### config.mk
export PLATFORM = sky130hd
export DESIGN_NAME = smi_window_bridge
export DESIGN_NICKNAME = d
export VERILOG_FILES = /design/src/rtl/smi_win_pkg.sv /design/src/rtl/smi_strap_decode.sv /design/src/rtl/smi_direct_fwd.sv /design/src/rtl/smi_indirect_win.sv /design/src/rtl/smi_window_bridge.sv
export SDC_FILE = /design/constraint.sdc
export NUM_CORES = 1
export LEC_CHECK = 0
export BUFFER_PORTS_ARGS = -buffer_cell sky130_fd_sc_hd__buf_2
export CAP_MARGIN = 10
export CORE_UTILIZATION = 40
export DETAILED_ROUTE_END_ITERATION = 10
export GPL_TIMING_DRIVEN = 0
export PLACE_DENSITY_LB_ADDON = 0.25
export SYNTH_ARGS = -nofsm -noshare
export SYNTH_HDL_FRONTEND = slang
export SYNTH_SLANG_ARGS = --single-unit
### constraint.sdc
create_clock -name clk -period 2.3 [get_ports clk]
set_clock_uncertainty 0.15 [all_clocks]
set_input_delay 0.345 -clock clk [delete_from_list [all_inputs] [get_ports clk]]
set_output_delay 0.345 -clock clk [all_outputs]
set_load 0.03 [all_outputs]
### src/rtl/smi_win_pkg.sv
package smi_win_pkg;
  typedef enum logic [1:0] {
    MODE_FLAT  = 2'd0,
    MODE_HALF  = 2'd1,
    MODE_WIN   = 2'd2
  } mode_e;

  localparam int CMD_GO_BIT  = 15;
  localparam int CMD_FMT_BIT = 12;
  localparam int CMD_OP_LO   = 10;
  localparam int CMD_DEV_LO  = 5;
  localparam int CMD_REG_LO  = 0;

  localparam logic [1:0] OP_WRITE = 2'b01;
  localparam logic [1:0] OP_READ  = 2'b10;
endpackage

### src/rtl/smi_strap_decode.sv
module smi_strap_decode
  import smi_win_pkg::*;
#(
  parameter int AW = 5
) (
  input  logic          clk,
  input  logic          rst,
  input  logic [AW-2:0] strap_addr,
  input  logic          strap_split,
  input  logic [AW-1:0] req_phy,
  output mode_e         mode,
  output logic [AW-1:0] own_phy,
  output logic          fwd_hit,
  output logic [AW-1:0] fwd_dev
);
  mode_e         mode_q;
  logic [AW-2:0] strap_q;

  always_ff @(posedge clk) begin
    if (rst) begin
      strap_q <= strap_addr;
      if (strap_split)          mode_q <= MODE_HALF;
      else if (strap_addr == '0) mode_q <= MODE_FLAT;
      else                      mode_q <= MODE_WIN;
    end
  end

  assign mode    = mode_q;
  assign own_phy = {strap_q, 1'b0};

  always_comb begin
    fwd_hit = 1'b0;
    fwd_dev = req_phy;
    case (mode_q)
      MODE_FLAT: fwd_hit = 1'b1;
      MODE_HALF: begin
        fwd_hit = (req_phy[AW-1] == strap_q[AW-2]);
        fwd_dev = {1'b0, req_phy[AW-2:0]};
      end
      default: fwd_hit = 1'b0;
    endcase
  end

  // mode is frozen once reset is released
  a_r2_mode_frozen: assert property (@(posedge clk) disable iff (rst)
    1'b1 |=> $stable(mode_q));
endmodule

### src/rtl/smi_direct_fwd.sv
module smi_direct_fwd #(
  parameter int AW = 5,
  parameter int DW = 16
) (
  input  logic          clk,
  input  logic          rst,
  input  logic          en,
  input  logic          req_valid,
  input  logic          req_write,
  input  logic          hit,
  input  logic [AW-1:0] dev,
  input  logic [AW-1:0] req_reg,
  input  logic [DW-1:0] req_wdata,
  input  logic          ib_ack,
  input  logic [DW-1:0] ib_rdata,
  output logic          ib_req,
  output logic          ib_write,
  output logic [AW-1:0] ib_dev,
  output logic [AW-1:0] ib_reg,
  output logic [DW-1:0] ib_wdata,
  output logic          rsp_valid,
  output logic [DW-1:0] rsp_rdata
);
  logic          req_q, wr_q, rsp_q;
  logic [AW-1:0] dev_q, reg_q;
  logic [DW-1:0] wd_q, rd_q;

  always_ff @(posedge clk) begin
    if (rst) begin
      req_q <= 1'b0;
      wr_q  <= 1'b0;
      rsp_q <= 1'b0;
      dev_q <= '0;
      reg_q <= '0;
      wd_q  <= '0;
      rd_q  <= '0;
    end else begin
      rsp_q <= 1'b0;
      if (req_q) begin
        if (ib_ack) begin
          req_q <= 1'b0;
          rsp_q <= 1'b1;
          rd_q  <= wr_q ? '0 : ib_rdata;
        end
      end else if (en && req_valid) begin
        if (hit) begin
          req_q <= 1'b1;
          wr_q  <= req_write;
          dev_q <= dev;
          reg_q <= req_reg;
          wd_q  <= req_wdata;
        end else begin
          rsp_q <= 1'b1;
          rd_q  <= req_write ? '0 : '1;
        end
      end
    end
  end

  assign ib_req    = req_q;
  assign ib_write  = wr_q;
  assign ib_dev    = dev_q;
  assign ib_reg    = reg_q;
  assign ib_wdata  = wd_q;
  assign rsp_valid = rsp_q;
  assign rsp_rdata = rd_q;

  // forwarded request held steady until acknowledged
  a_r13_fwd_hold: assert property (@(posedge clk) disable iff (rst)
    req_q && !ib_ack |=> req_q && $stable(dev_q) && $stable(reg_q)
                         && $stable(wd_q) && $stable(wr_q));
  // completion pulse is one cycle wide while idle
  a_r12_fwd_pulse: assert property (@(posedge clk) disable iff (rst)
    rsp_q |=> !rsp_q);
endmodule

### src/rtl/smi_indirect_win.sv
module smi_indirect_win
  import smi_win_pkg::*;
#(
  parameter int AW = 5,
  parameter int DW = 16
) (
  input  logic          clk,
  input  logic          rst,
  input  logic          en,
  input  logic          req_valid,
  input  logic          req_write,
  input  logic [AW-1:0] req_phy,
  input  logic [AW-1:0] req_reg,
  input  logic [DW-1:0] req_wdata,
  input  logic [AW-1:0] own_phy,
  input  logic          ib_ack,
  input  logic [DW-1:0] ib_rdata,
  output logic          ib_req,
  output logic          ib_write,
  output logic [AW-1:0] ib_dev,
  output logic [AW-1:0] ib_reg,
  output logic [DW-1:0] ib_wdata,
  output logic          rsp_valid,
  output logic [DW-1:0] rsp_rdata
);
  localparam logic [AW-1:0] REG_CMD  = AW'(0);
  localparam logic [AW-1:0] REG_DATA = AW'(1);

  logic          busy_q, opwr_q, rsp_q;
  logic [AW-1:0] dev_q, reg_q;
  logic [DW-1:0] data_q, rd_q;

  logic          win_hit, is_cmd, go, legal;
  logic [1:0]    opc;
  logic [DW-1:0] cmd_view;

  assign is_cmd  = (req_reg == REG_CMD);
  assign win_hit = (req_phy == own_phy) && (is_cmd || req_reg == REG_DATA);
  assign opc     = req_wdata[CMD_OP_LO +: 2];
  assign go      = req_wdata[CMD_GO_BIT];
  assign legal   = req_wdata[CMD_FMT_BIT] && (opc == OP_WRITE || opc == OP_READ);

  always_comb begin
    cmd_view = '0;
    cmd_view[CMD_GO_BIT] = busy_q;
    cmd_view[CMD_DEV_LO +: AW] = dev_q;
    cmd_view[CMD_REG_LO +: AW] = reg_q;
  end

  always_ff @(posedge clk) begin
    if (rst) begin
      busy_q <= 1'b0;
      opwr_q <= 1'b0;
      rsp_q  <= 1'b0;
      dev_q  <= '0;
      reg_q  <= '0;
      data_q <= '0;
      rd_q   <= '0;
    end else begin
      rsp_q <= 1'b0;
      if (busy_q && ib_ack) begin
        busy_q <= 1'b0;
        if (!opwr_q) data_q <= ib_rdata;
      end
      if (en && req_valid) begin
        rsp_q <= 1'b1;
        if (!win_hit) begin
          rd_q <= req_write ? '0 : '1;
        end else if (!req_write) begin
          rd_q <= is_cmd ? cmd_view : data_q;
        end else begin
          rd_q <= '0;
          if (!busy_q) begin
            if (is_cmd) begin
              dev_q <= req_wdata[CMD_DEV_LO +: AW];
              reg_q <= req_wdata[CMD_REG_LO +: AW];
              if (go && legal) begin
                busy_q <= 1'b1;
                opwr_q <= (opc == OP_WRITE);
              end
            end else begin
              data_q <= req_wdata;
            end
          end
        end
      end
    end
  end

  assign ib_req    = busy_q;
  assign ib_write  = opwr_q;
  assign ib_dev    = dev_q;
  assign ib_reg    = reg_q;
  assign ib_wdata  = data_q;
  assign rsp_valid = rsp_q;
  assign rsp_rdata = rd_q;

  // acknowledge ends the pending operation at that edge
  a_r8_busy_clears: assert property (@(posedge clk) disable iff (rst)
    busy_q && ib_ack |=> !busy_q);
  // window registers frozen while an operation is pending
  a_r10_hold_busy: assert property (@(posedge clk) disable iff (rst)
    busy_q && !ib_ack |=> busy_q && $stable(dev_q) && $stable(reg_q)
                          && $stable(data_q) && $stable(opwr_q));
  // unowned reads float high
  a_r5_miss_ones: assert property (@(posedge clk) disable iff (rst)
    en && req_valid && !req_write && !win_hit |=> rsp_q && (rd_q == '1));
  // malformed command never starts an access
  a_r9_no_launch: assert property (@(posedge clk) disable iff (rst)
    en && req_valid && req_write && win_hit && is_cmd && !busy_q
      && !(go && legal) |=> !busy_q);
endmodule

### src/rtl/smi_window_bridge.sv
module smi_window_bridge
  import smi_win_pkg::*;
#(
  parameter int AW = 5,
  parameter int DW = 16
) (
  input  logic          clk,
  input  logic          rst,
  input  logic [AW-2:0] strap_addr,
  input  logic          strap_split,
  input  logic          req_valid,
  input  logic          req_write,
  input  logic [AW-1:0] req_phy,
  input  logic [AW-1:0] req_reg,
  input  logic [DW-1:0] req_wdata,
  output logic          rsp_valid,
  output logic [DW-1:0] rsp_rdata,
  output logic          ib_req,
  output logic          ib_write,
  output logic [AW-1:0] ib_dev,
  output logic [AW-1:0] ib_reg,
  output logic [DW-1:0] ib_wdata,
  input  logic          ib_ack,
  input  logic [DW-1:0] ib_rdata
);
  mode_e         mode;
  logic [AW-1:0] own_phy, fwd_dev;
  logic          fwd_hit, win_en, fwd_en;

  logic          d_req, d_wr, d_rsp, w_req, w_wr, w_rsp;
  logic [AW-1:0] d_dev, d_reg, w_dev, w_reg;
  logic [DW-1:0] d_wd, d_rd, w_wd, w_rd;

  smi_strap_decode #(.AW(AW)) u_dec (
    .clk(clk), .rst(rst), .strap_addr(strap_addr), .strap_split(strap_split),
    .req_phy(req_phy), .mode(mode), .own_phy(own_phy),
    .fwd_hit(fwd_hit), .fwd_dev(fwd_dev)
  );

  assign win_en = (mode == MODE_WIN);
  assign fwd_en = !win_en;

  smi_direct_fwd #(.AW(AW), .DW(DW)) u_fwd (
    .clk(clk), .rst(rst), .en(fwd_en), .req_valid(req_valid),
    .req_write(req_write), .hit(fwd_hit), .dev(fwd_dev), .req_reg(req_reg),
    .req_wdata(req_wdata), .ib_ack(ib_ack && fwd_en), .ib_rdata(ib_rdata),
    .ib_req(d_req), .ib_write(d_wr), .ib_dev(d_dev), .ib_reg(d_reg),
    .ib_wdata(d_wd), .rsp_valid(d_rsp), .rsp_rdata(d_rd)
  );

  smi_indirect_win #(.AW(AW), .DW(DW)) u_win (
    .clk(clk), .rst(rst), .en(win_en), .req_valid(req_valid),
    .req_write(req_write), .req_phy(req_phy), .req_reg(req_reg),
    .req_wdata(req_wdata), .own_phy(own_phy),
    .ib_ack(ib_ack && win_en), .ib_rdata(ib_rdata),
    .ib_req(w_req), .ib_write(w_wr), .ib_dev(w_dev), .ib_reg(w_reg),
    .ib_wdata(w_wd), .rsp_valid(w_rsp), .rsp_rdata(w_rd)
  );

  assign ib_req    = win_en ? w_req : d_req;
  assign ib_write  = win_en ? w_wr  : d_wr;
  assign ib_dev    = win_en ? w_dev : d_dev;
  assign ib_reg    = win_en ? w_reg : d_reg;
  assign ib_wdata  = win_en ? w_wd  : d_wd;
  assign rsp_valid = d_rsp | w_rsp;
  assign rsp_rdata = w_rsp ? w_rd : d_rd;

  // only one engine ever answers
  a_r12_one_source: assert property (@(posedge clk) disable iff (rst)
    $onehot0({d_rsp, w_rsp}));
  // the idle engine never requests the internal port
  a_r13_idle_quiet: assert property (@(posedge clk) disable iff (rst)
    win_en ? !d_req : !w_req);
endmodule

==> impl_metrics.json <==
{
  "start_util_pct": 41.0,
  "setup_violations": 0,
  "ir_drop_mv": 0.407,
  "cp-end-kind": "primary output",
  "period_needed_ps": 2180,
  "syn_to_final_growth_pct": 21.9,
  "rrSetupSlack_ps": 140,
  "antenna_cells": 0,
  "reg2reg_depth": 6,
  "critPathMaxStageDelay_ps": 450,
  "holdPathStages": 1,
  "clk_pin_slew_ps": 90,
  "cts_tree": "yes",
  "drc": 0,
  "cts_made_buffers": 9,
  "core_um2": 10800,
  "grt_usage_pct": 22.6,
  "grt_pass1_vias": 4078,
  "cts.sinks": 96,
  "grt-ovfl-total": 0,
  "clock.fmax_mhz": 459,
  "yosysSeqAreaShare_pct": 44.8,
  "worstMarginPinSlew_ps": 688,
  "crit_path_start_kind": "flip-flop",
  "synth_fp_nets": 613,
  "grt_max_degree": 16,
  "power.share.combinational_pct": 16.0,
  "cts-root-buf": "clkbuf_8",
  "maxCapViolCount": 0,
  "grt_setup_unrepaired": "no",
  "vias_per_cell": 5.01,
  "status": "finished clean",
  "dieArea_um2": 11500,
  "slew_headroom_pct": 54.2,
  "synthArstFlopShare_pct": 0,
  "antenna_found_initial": 0,
  "rows": 38,
  "layout-drive-gt1-share_pct": 23.3,
  "ys_seq_elements": 96,
  "wire_per_inst_um": 15.1,
  "hold_violations": 0,
  "n_fill_cell": 1078,
  "switching_share_pct": 28.5,
  "yosys_most_used_dff": "dfxtp_1",
  "fin_crit_sh_pct": 94.7,
  "crit_path_max_fanout": 19,
  "initialDrtViolationCount": 220,
  "power_density_nw_per_um2": 671,
  "setup_tns_ps": 0,
  "gp_congestion": 0.878,
  "die_y_um": 107,
  "clkPwrFrac_pct": 34.3,
  "slew_viol_final": 0,
  "cp_slowest_cell": "edfxtp_1",
  "dr.pass1.iters": 4,
  "fin_total_pwr_uw": 3610,
  "worst-path-buf-inv": 3,
  "min_path_type": "in2reg",
  "ios": 97,
  "grt_pass1_wl_mm": 20.0,
  "ys_warn_count": 0,
  "wl_mm": 12.3,
  "htreeDepth": 3,
  "power.net_switching_uw": 1030,
  "final_nets": 725,
  "synth_enable_flop_cells": 6,
  "seq_power_share_pct": 49.7,
  "ant_nets": 0,
  "die_width_um": 107,
  "num_vias": 4090,
  "clock_tree.buffer_depth": 2,
  "numPortBuffers": 96,
  "synthCells": 560,
  "syn-mean-instance-area_um2": 7.89,
  "crit_arrival_ps": 1680,
  "path_cells": "buf_4 -> nand2b_4 -> buf_4 -> nand2_1 -> nand2_1 -> clkbuf_4",
  "internal-power_uw": 2590,
  "clk_latency_ps": 370,
  "cp.depth": 6,
  "dp_hpwl_mm": 9.74,
  "crit_type": "reg2out",
  "cellLeakagePower_uw": 0.00250,
  "synth_cell_types": 38,
  "cp_data_required_time_ps": 1800,
  "syn_area_um2": 4420,
  "cp_top_family": "buffers and inverters"
}
worst register-to-register path, stage by stage (launching register included):
cell and delay (ps):
edfxtp_1 470, buf_4 180, a21oi_1 220, o21ai_0 120, nand2_1 310, clkbuf_1 410, a221oi_1 160
worst paths after layout:
kind                         from                  end
setup / recovery    u_dec.mode[1]          ib_wdata[8]
hold / removal        strap_split        u_dec.mode[0]
setup reg to reg    u_dec.mode[0]  u_fwd.rsp_rdata[14]
hold reg to reg   u_fwd.ib_dev[0]      u_fwd.ib_dev[0]
metrics by stage:
step	std cells	worst slack, ps	utilization [%]	hold WS, ps	cell area (um^2)
3_5_place_dp	796	-229	47.0	292	5080
5_1_grt	817	25.8	49.9	12.2	5390
4_1_cts	818	9.59	49.8	5.26	5380
2_1_floorplan	560	290	-	275	4420
6_report	817	121	49.9	12.9	5390
3_3_place_gp	796	-198	47.0	289	5080
cells by family after synthesis:
family                     synth area share [%]
AOI/OAI and AO/OA                          12.2
xor gates and xnor gates                  0.595
adders and majority gates                 0.283
buffers and inverters                      5.49
DFF                                        44.8
muxes                                      10.2
and+or+nand+nor                            26.4
layer usage:
| layer | up-vias | global-route usage (%) | part of all wire, % |
|---|---|---|---|
| met5 | - | 0 | 0 |
| met4 | 0 | 9.30 | 1.5 |
| met3 | 13 | 3.22 | 5.4 |
| met2 | 101 | 38.5 | 47 |
| met1 | 1877 | 28.6 | 46 |
| li1 | 2099 | - | - |
final cells by class:
| class | count | area, um^2 | share of cell area, % |
|---|---|---|---|
| Clock buffer | 10 | 138 | 2.55 |
| Multi-Input combinational cell | 409 | 2210 | 41.0 |
| Clock inverter | 6 | 81.3 | 1.51 |
| Buffer | 35 | 184 | 3.41 |
| Tap cell | 140 | 175 | 3.25 |
| Timing Repair Buffer | 104 | 553 | 10.3 |
| Inverter | 17 | 63.8 | 1.18 |
| Sequential cell | 96 | 1980 | 36.8 |
power by group through the flow:
stage	Clock (uW)	Combinational, uW	Sequential [uW]
5_1_grt	1330	629	1810
3_3_place_gp	0	552	1830
2_1_floorplan	0	360	1820
3_5_place_dp	0	561	1830
4_1_cts	1250	581	1800
6_report	1240	579	1800
what timing repair did:
item / in CTS / in global routing
setup endpoints to repair: 36 / 34
hold buffers: 3 / 1
gates resized for setup: 11 / 8
hold endpoints to repair: 3 / 1
buffers inserted: 3 / 1
synthesized netlist by cell type (all sizes together) (6+ instances only):
master,count,area [um^2]
nand2,203,762
dfxtp,90,1800
a21oi,36,180
nor2,33,131
mux2i,27,270
clkbuf,25,93.8
o21ai,23,115
inv,17,63.8
a221oi,16,140
mux2,16,180
buf,13,85.1
nand3,13,65.1
a22o,11,96.3
edfxtp,6,180
cell usage in the layout, fill, tap and decap left out, drive strengths merged, types with 3 or more instances in the layout:
cell         instances
dlygate4sd3          4
a221oi              16
xor2                 3
clkinv               3
a21oi               36
nor4                 4
nor2b                5
o21ai               23
inv                 18
and2                 3
buf                111
clkbuf              34
nor3                 3
edfxtp               6
a22o                11
nor2                33
mux2i               27
mux2                16
nand2              203
dfxtp               90
nand3               13
Power figures use the tool's default switching activity.
